==> src/rtl/frame_seq_pkg.sv <==
package frame_seq_pkg;

    // Fixed encoding of the downward transfer list.
    localparam int SLOT_N = 14;
    localparam int ARG_N  = 4;
    localparam int RIDX_W = 5;

    typedef enum logic [2:0] {
        ST_IDLE,
        ST_ARGS,
        ST_FRAME,
        ST_ADJUST,
        ST_DONE,
        ST_REJECT
    } seq_state_t;

    // Slot position to register index; the position is the transfer order.
    function automatic logic [RIDX_W-1:0] slot_reg(input logic [3:0] slot);
        logic [RIDX_W-1:0] r;
        unique case (slot)
            4'd0:    r = 5'd31;
            4'd1:    r = 5'd30;
            4'd2:    r = 5'd23;
            4'd3:    r = 5'd22;
            4'd4:    r = 5'd21;
            4'd5:    r = 5'd20;
            4'd6:    r = 5'd19;
            4'd7:    r = 5'd18;
            4'd8:    r = 5'd17;
            4'd9:    r = 5'd16;
            4'd10:   r = 5'd7;
            4'd11:   r = 5'd6;
            4'd12:   r = 5'd5;
            4'd13:   r = 5'd4;
            default: r = 5'd0;
        endcase
        return r;
    endfunction

endpackage

==> src/rtl/frame_code_dec.sv <==
module frame_code_dec (
    input  logic [3:0] code_i,
    output logic [2:0] arg_cnt_o,
    output logic [2:0] stat_cnt_o,
    output logic       reserved_o
);
    always_comb begin
        arg_cnt_o  = 3'd0;
        stat_cnt_o = 3'd0;
        reserved_o = 1'b0;
        unique case (code_i)
            4'd0:  begin arg_cnt_o = 3'd0; stat_cnt_o = 3'd0; end
            4'd1:  begin arg_cnt_o = 3'd0; stat_cnt_o = 3'd1; end
            4'd2:  begin arg_cnt_o = 3'd0; stat_cnt_o = 3'd2; end
            4'd3:  begin arg_cnt_o = 3'd0; stat_cnt_o = 3'd3; end
            4'd4:  begin arg_cnt_o = 3'd1; stat_cnt_o = 3'd0; end
            4'd5:  begin arg_cnt_o = 3'd1; stat_cnt_o = 3'd1; end
            4'd6:  begin arg_cnt_o = 3'd1; stat_cnt_o = 3'd2; end
            4'd7:  begin arg_cnt_o = 3'd1; stat_cnt_o = 3'd3; end
            4'd8:  begin arg_cnt_o = 3'd2; stat_cnt_o = 3'd0; end
            4'd9:  begin arg_cnt_o = 3'd2; stat_cnt_o = 3'd1; end
            4'd10: begin arg_cnt_o = 3'd2; stat_cnt_o = 3'd2; end
            4'd11: begin arg_cnt_o = 3'd0; stat_cnt_o = 3'd4; end
            4'd12: begin arg_cnt_o = 3'd3; stat_cnt_o = 3'd0; end
            4'd13: begin arg_cnt_o = 3'd3; stat_cnt_o = 3'd1; end
            4'd14: begin arg_cnt_o = 3'd4; stat_cnt_o = 3'd0; end
            default: reserved_o = 1'b1;
        endcase
    end
endmodule

==> src/rtl/frame_mask_gen.sv <==
module frame_mask_gen
    import frame_seq_pkg::*;
(
    input  logic              save_i,
    input  logic              keep_ra_i,
    input  logic              keep_s0_i,
    input  logic              keep_s1_i,
    input  logic [2:0]        xtra_cnt_i,
    input  logic [2:0]        arg_cnt_i,
    input  logic [2:0]        stat_cnt_i,
    output logic [ARG_N-1:0]  arg_mask_o,
    output logic [SLOT_N-1:0] slot_mask_o
);
    localparam int XTRA_N = 7;
    localparam int STAT_N = 4;
    localparam int XTRA_BASE = 1;
    localparam int STAT_BASE = XTRA_BASE + XTRA_N + 2;

    // Argument stores exist only on save.
    for (genvar i = 0; i < ARG_N; i++) begin : g_arg
        assign arg_mask_o[i] = save_i && (arg_cnt_i > 3'(i));
    end

    assign slot_mask_o[0] = keep_ra_i;

    // Extra window: the last n entries of the seven-entry list.
    for (genvar j = 0; j < XTRA_N; j++) begin : g_xtra
        assign slot_mask_o[XTRA_BASE+j] = (xtra_cnt_i >= 3'(XTRA_N - j));
    end

    assign slot_mask_o[XTRA_BASE+XTRA_N]   = keep_s1_i;
    assign slot_mask_o[XTRA_BASE+XTRA_N+1] = keep_s0_i;

    for (genvar k = 0; k < STAT_N; k++) begin : g_stat
        assign slot_mask_o[STAT_BASE+k] = (stat_cnt_i > 3'(k));
    end
endmodule

==> src/rtl/frame_pick.sv <==
module frame_pick #(
    parameter int W = 14,
    localparam int IW = (W > 1) ? $clog2(W) : 1
) (
    input  logic [W-1:0]  mask_i,
    output logic [IW-1:0] idx_o,
    output logic [W-1:0]  rest_o
);
    // Lowest set bit first; rest_o is the mask with that bit removed.
    always_comb begin
        idx_o = '0;
        for (int i = W - 1; i >= 0; i--) begin
            if (mask_i[i]) idx_o = IW'(i);
        end
    end

    assign rest_o = mask_i & (mask_i - W'(1));
endmodule

==> src/rtl/frame_seq.sv <==
module frame_seq
    import frame_seq_pkg::*;
#(
    parameter int ADDR_W  = 32,
    parameter int WORD_W  = 32,
    parameter int REG_W   = 64,
    parameter int FRAME_W = 12
) (
    input  logic               clk,
    input  logic               rst_n,
    input  logic               start_i,
    input  logic               save_i,
    input  logic               keep_ra_i,
    input  logic               keep_s0_i,
    input  logic               keep_s1_i,
    input  logic [2:0]         xtra_cnt_i,
    input  logic [3:0]         arg_code_i,
    input  logic [FRAME_W-1:0] frame_i,
    input  logic [ADDR_W-1:0]  sp_i,
    output logic               busy_o,
    output logic               done_o,
    output logic               err_o,
    output logic               mem_en_o,
    output logic               mem_we_o,
    output logic [ADDR_W-1:0]  mem_addr_o,
    output logic [WORD_W-1:0]  mem_wdata_o,
    input  logic [WORD_W-1:0]  mem_rdata_i,
    output logic [RIDX_W-1:0]  rf_raddr_o,
    input  logic [REG_W-1:0]   rf_rdata_i,
    output logic               rf_we_o,
    output logic [RIDX_W-1:0]  rf_waddr_o,
    output logic [REG_W-1:0]   rf_wdata_o,
    output logic               sp_we_o,
    output logic [ADDR_W-1:0]  sp_new_o
);
    localparam int WORD_BYTES = WORD_W / 8;
    localparam int STEP_SH    = $clog2(WORD_BYTES);
    localparam logic [ADDR_W-1:0] STEP = ADDR_W'(WORD_BYTES);
    localparam int AIW = $clog2(ARG_N);
    localparam int SIW = $clog2(SLOT_N);

    seq_state_t state_q, state_d;

    logic [2:0]        arg_cnt, stat_cnt;
    logic              reserved;
    logic [ARG_N-1:0]  arg_mask, arg_left_q, arg_rest;
    logic [SLOT_N-1:0] slot_mask, slot_left_q, slot_rest;
    logic [AIW-1:0]    arg_idx;
    logic [SIW-1:0]    slot_idx;
    logic              save_q;
    logic [ADDR_W-1:0] sp_q, ptr_q;
    logic [FRAME_W-1:0] frame_q;
    logic              ld_pend_q;
    logic [RIDX_W-1:0] ld_reg_q;
    logic              accept;

    frame_code_dec u_dec (
        .code_i     (arg_code_i),
        .arg_cnt_o  (arg_cnt),
        .stat_cnt_o (stat_cnt),
        .reserved_o (reserved)
    );

    frame_mask_gen u_mask (
        .save_i      (save_i),
        .keep_ra_i   (keep_ra_i),
        .keep_s0_i   (keep_s0_i),
        .keep_s1_i   (keep_s1_i),
        .xtra_cnt_i  (xtra_cnt_i),
        .arg_cnt_i   (arg_cnt),
        .stat_cnt_i  (stat_cnt),
        .arg_mask_o  (arg_mask),
        .slot_mask_o (slot_mask)
    );

    frame_pick #(.W(ARG_N)) u_pick_arg (
        .mask_i (arg_left_q),
        .idx_o  (arg_idx),
        .rest_o (arg_rest)
    );

    frame_pick #(.W(SLOT_N)) u_pick_slot (
        .mask_i (slot_left_q),
        .idx_o  (slot_idx),
        .rest_o (slot_rest)
    );

    assign accept = start_i && (state_q == ST_IDLE);

    // Next-state logic.
    always_comb begin
        state_d = state_q;
        unique case (state_q)
            ST_IDLE: begin
                if (start_i) begin
                    if (reserved)               state_d = ST_REJECT;
                    else if (arg_mask != '0)    state_d = ST_ARGS;
                    else if (slot_mask != '0)   state_d = ST_FRAME;
                    else                        state_d = ST_ADJUST;
                end
            end
            ST_ARGS: begin
                if (arg_rest == '0)
                    state_d = (slot_left_q != '0) ? ST_FRAME : ST_ADJUST;
            end
            ST_FRAME: begin
                if (slot_rest == '0) state_d = ST_ADJUST;
            end
            ST_ADJUST: state_d = ST_DONE;
            ST_DONE:   state_d = ST_IDLE;
            ST_REJECT: state_d = ST_IDLE;
            default:   state_d = ST_IDLE;
        endcase
    end

    // State register.
    always_ff @(posedge clk) begin
        if (!rst_n) state_q <= ST_IDLE;
        else        state_q <= state_d;
    end

    // Operation context and walk bookkeeping.
    always_ff @(posedge clk) begin
        if (!rst_n) begin
            save_q      <= 1'b0;
            sp_q        <= '0;
            frame_q     <= '0;
            ptr_q       <= '0;
            arg_left_q  <= '0;
            slot_left_q <= '0;
            ld_pend_q   <= 1'b0;
            ld_reg_q    <= '0;
        end else begin
            ld_pend_q <= (state_q == ST_FRAME) && !save_q;
            ld_reg_q  <= slot_reg(4'(slot_idx));
            if (accept) begin
                save_q      <= save_i;
                sp_q        <= sp_i;
                frame_q     <= frame_i;
                ptr_q       <= save_i ? sp_i : sp_i + ADDR_W'(frame_i);
                arg_left_q  <= reserved ? '0 : arg_mask;
                slot_left_q <= reserved ? '0 : slot_mask;
            end else if (state_q == ST_ARGS) begin
                arg_left_q <= arg_rest;
            end else if (state_q == ST_FRAME) begin
                slot_left_q <= slot_rest;
                ptr_q       <= ptr_q - STEP;
            end
        end
    end

    // Outputs decoded from state.
    always_comb begin
        busy_o     = (state_q != ST_IDLE);
        done_o     = 1'b0;
        err_o      = 1'b0;
        mem_en_o   = 1'b0;
        mem_we_o   = 1'b0;
        mem_addr_o = '0;
        rf_raddr_o = '0;
        sp_we_o    = 1'b0;
        sp_new_o   = sp_q;
        unique case (state_q)
            ST_IDLE: ;
            ST_ARGS: begin
                mem_en_o   = 1'b1;
                mem_we_o   = 1'b1;
                mem_addr_o = sp_q + (ADDR_W'(arg_idx) << STEP_SH);
                rf_raddr_o = RIDX_W'(4) + RIDX_W'(arg_idx);
            end
            ST_FRAME: begin
                mem_en_o   = 1'b1;
                mem_we_o   = save_q;
                mem_addr_o = ptr_q - STEP;
                rf_raddr_o = slot_reg(4'(slot_idx));
            end
            ST_ADJUST: begin
                sp_we_o  = 1'b1;
                sp_new_o = save_q ? sp_q - ADDR_W'(frame_q)
                                  : sp_q + ADDR_W'(frame_q);
            end
            ST_DONE:   done_o = 1'b1;
            ST_REJECT: begin
                done_o = 1'b1;
                err_o  = 1'b1;
            end
            default: ;
        endcase
    end

    assign mem_wdata_o = rf_rdata_i[WORD_W-1:0];
    assign rf_we_o     = ld_pend_q;
    assign rf_waddr_o  = ld_reg_q;

    if (REG_W > WORD_W) begin : g_sext
        logic rdata_unused;
        assign rdata_unused = ^rf_rdata_i[REG_W-1:WORD_W];
        assign rf_wdata_o = {{(REG_W-WORD_W){mem_rdata_i[WORD_W-1]}}, mem_rdata_i};
    end else begin : g_same
        assign rf_wdata_o = mem_rdata_i;
    end

    // Assertions.
    a_r9_reject_quiet: assert property (@(posedge clk) disable iff (!rst_n)
        (start_i && !busy_o && (arg_code_i == 4'd15))
        |=> (done_o && err_o && !mem_en_o && !sp_we_o && !rf_we_o));

    a_r6_done_after_sp: assert property (@(posedge clk) disable iff (!rst_n)
        (done_o && !err_o) |-> $past(sp_we_o));

    a_r8_write_after_load: assert property (@(posedge clk) disable iff (!rst_n)
        rf_we_o |-> $past(mem_en_o && !mem_we_o));

    a_r3_step_down: assert property (@(posedge clk) disable iff (!rst_n)
        (mem_en_o && state_q == ST_FRAME)
        |=> (state_q != ST_FRAME) || (mem_addr_o == $past(mem_addr_o) - STEP));

    a_r10_busy_hold: assert property (@(posedge clk) disable iff (!rst_n)
        (start_i && busy_o) |=> ($stable(save_q) && $stable(sp_q) && $stable(frame_q)));

endmodule

==> config.mk <==
export PLATFORM = sky130hd
export DESIGN_NAME = frame_seq
export DESIGN_NICKNAME = d
export VERILOG_FILES = /design/src/rtl/frame_seq_pkg.sv /design/src/rtl/frame_code_dec.sv /design/src/rtl/frame_mask_gen.sv /design/src/rtl/frame_pick.sv /design/src/rtl/frame_seq.sv
export SDC_FILE = /design/constraint.sdc
export NUM_CORES = 1
export LEC_CHECK = 0
export ABC_CLOCK_PERIOD_IN_PS = 11200
export BUFFER_PORTS_ARGS = -buffer_cell sky130_fd_sc_hd__buf_2
export CORE_MARGIN = 1.5
export CORE_UTILIZATION = 55
export CTS_CLUSTER_DIAMETER = 40
export DETAILED_ROUTE_END_ITERATION = 6
export PLACE_DENSITY = 0.95
export SLEW_MARGIN = 15
export SYNTH_ARGS = -nofsm -noshare
export SYNTH_HDL_FRONTEND = slang
export SYNTH_SLANG_ARGS = --single-unit
==> constraint.sdc <==
create_clock -name clk -period 11.2 [get_ports clk]
set_input_delay 0 -clock clk [delete_from_list [all_inputs] [get_ports clk]]
set_output_delay 0 -clock clk [all_outputs]
set_load 0.01 [all_outputs]
==> impl_metrics.ini <==
[detailed_routing]
wl_per_cell_um = 18.73
drt_iter0_markers = 1278
wirelength_mm = 31.68
num_vias = 10880
dr.pass1.iters = 6
drc = 0
ant_nets = 0
vias_per_cell = 6.430

[synthesis]
syn_nets = 1620
synth.top_cell.area_share = 0.2084
syn_area_um2 = 9988
synth.distinct_cells = 77
synth_edf_count = 0
async_flop_share = 0
yosysSeqAreaShare = 0.2084
yosys_warnings = 0
syn_inst = 1411
synth_area_leaders = dfxtp_1 21%, nand2_1 8.5%, buf_4 7.2%
avgSynthCellArea_um2 = 7.079
ys_dominant_reg_cell = dfxtp_1
synth-seq-cells = 104
synth_top_cell_by_area = dfxtp_1

[global_route]
antenna_found_initial = 0
grt_max_degree = 99
grt_pass1_vias = 9949
grt_pass1_wl_mm = 49.46
grt.overflow.total = 0
grt_usage = 0.3304

[final_layout]
syn_to_final_growth_pct = 9.270
final_cell_mix = 226 x nand2_1, 138 x buf_2, 125 x a21oi_1
final_layout_size_suffix_gt1_frac = 0.1299
final_net_count = 1667
mostFrequentLayoutCell = nand2_1
num_antenna_cells = 0

[sta]
finalHoldViolCount = 0
relSlewSlack = 0.2381
min_period_over_period = 0.4390
setup_viol = 0
fmax_mhz = 203.4
drv_slew = 0
min_period_ns = 4.916
clock_skew_ns = 0.008433
tightest_slew_ns = 1.133
postLayoutSetupSlackWorst_ns = 6.284
rsz0062_at_grt = no
whs_ns = 0.000003911
setup_tns_ns = 0

[cts]
cts.sinks = 104
h-tree-depth = 3
cts_tree = built
path_clk_slew_ns = 0.07
clock_latency_ns = 0.36
cts-root-buf = clkbuf_16
cts_buffers = 9
cts_buffer_depth = 2

[power_and_ir_drop]
p_leak_nw = 4.483
power_density_nw_per_um2 = 170.2
p_switching_mw = 0.8423
seqPwrFrac = 0.277
cell_internal_pwr_mw = 1.015
p_clk_frac = 0.186
sw_frac_of_total = 0.4535
ir_drop_mv = 0.1099
p_comb_frac = 0.538

[worst_setup_path]
cp.arrival_ns = 4.92
crit_fanout = 6
endpoint_kind = output pin
critPathRequiredTime_ns = 11.20
path_class = flip-flop to output pin
critPathLaunchType = flip-flop

[flow_run]
cap_violations = 0

[place]
dp_slack_ns = 6.760
gp_congestion = 0.9662
hpwl_mm = 22.61
placement.io_buffers = 138

[die]
io_pins = 331
die_w_um = 137.8
initial_core_util = 0.5579
die-area_um2 = 18980
fp.dieH_um = 137.8
row_count = 49
fp.coreArea_um2 = 17900

[hold_path]
hold_class = input port to output pin

[run_status]
outcome = finished clean
==> synthesized netlist by cell type, drive strengths merged (10+ instances only) <==
master  number
ha          52
or3         17
a21o        17
nand2      227
nor2        93
o31ai       18
xnor2       57
dfxtp      104
o21ai       86
nand4       15
nor3b       10
inv         42
o22ai       30
a21oi      125
clkbuf      62
a211oi      14
and3        23
xor2        48
o211ai      11
nor3        43
nand3       38
buf        105
o21a        10
==> critical path, stage by stage (launching register included) <==
cell and delay (ns):
dfxtp_1 0.36, or2_2 0.32, or4_1 0.56, nor3b_2 0.48, ha_1 0.33, mux2i_1 0.14, ha_1 0.31, a21oi_1 0.20
nor2_1 0.07, a211oi_1 0.31, o221ai_1 0.21, o21ai_0 0.36, a21oi_1 0.15, o21ai_0 0.14, or3b_2 0.44, buf_2 0.15
==> flip-flops by register name, summed over array words and instances, names as in the netlist <==
signal,flops
arg_left_q,4
frame_q,12
ptr_q,32
rf_waddr_o,5
rf_we_o,1
save_q,1
slot_left_q,14
sp_q,32
state_q,3
==> layer usage <==
layer,up-vias,global-route usage,wire [µm],part of all wire
met4,0,0.2054,1936,0.061
met5,-,0,0,0
met2,653,0.5408,14610,0.46
li1,5053,-,-,-
met1,5014,0.4025,12160,0.38
met3,160,0.05740,2977,0.094
==> cell type report <==
cell class              count  area, µm²
inverters                  44      165.2
clock inverters             5      81.33
fillers                  1561       6988
well taps                 229      286.5
flip-flops and latches    104       2082
clock buffers              11      232.7
multi-input cells        1096       6753
repair buffers            203       1314
==> stage by stage <==
| step | cell area [µm²] | total power [mW] | util | std cells |
|---|---|---|---|---|
| after floorplan | 9988 | 1.245 | - | 1411 |
| after global placement | 10060 | 1.436 | 0.5619 | 1622 |
| after detailed placement | 10060 | 1.470 | 0.5619 | 1622 |
| after CTS | 10910 | 1.830 | 0.6097 | 1692 |
| after global routing | 10910 | 1.974 | 0.6097 | 1692 |
| final | 10910 | 1.857 | 0.6097 | 1692 |
==> power groups by stage <==
stage	clock (mW)	combinational, mW	sequential (mW)
after floorplan	0	0.753	0.491
after global placement	0	0.923	0.513
after detailed placement	0	0.953	0.518
after CTS	0.343	0.977	0.510
after global routing	0.356	1.10	0.521
final	0.345	0.998	0.514
==> timing repair <==
action	4_1_cts	5_1_grt
endpoints found under the hold margin	57	0
hold buffers	54	0
resized for setup	0	0
setup buffers	0	0
==> kinds of logic (layout without fill, tap and decap cells) <==
group / count (synthesis) / after routing / synth area share
multiplexers: 6 / 6 / 0.006138
AND/OR/NAND/NOR: 532 / 532 / 0.2543
adder cells (fa/ha/maj): 58 / 58 / 0.07416
XOR/XNOR: 105 / 105 / 0.09207
flip-flops: 104 / 104 / 0.2084
buffers and inverters: 211 / 263 / 0.1164
AO/OA/AOI/OAI: 395 / 395 / 0.2485
==> final timing paths <==
kind | from | end | slack, ns | cells after the start
max | frame_q[2] | sp_new_o[24] | 6.28 | 15
min | rf_rdata_i[8] | mem_wdata_o[8] | 0.000004 | 0
max reg2reg | ptr_q[2] | ptr_q[29] | 8.04 | 8
min reg2reg | ptr_q[1] | ptr_q[1] | 0.46 | 2
(Power assumes the default switching activity.)
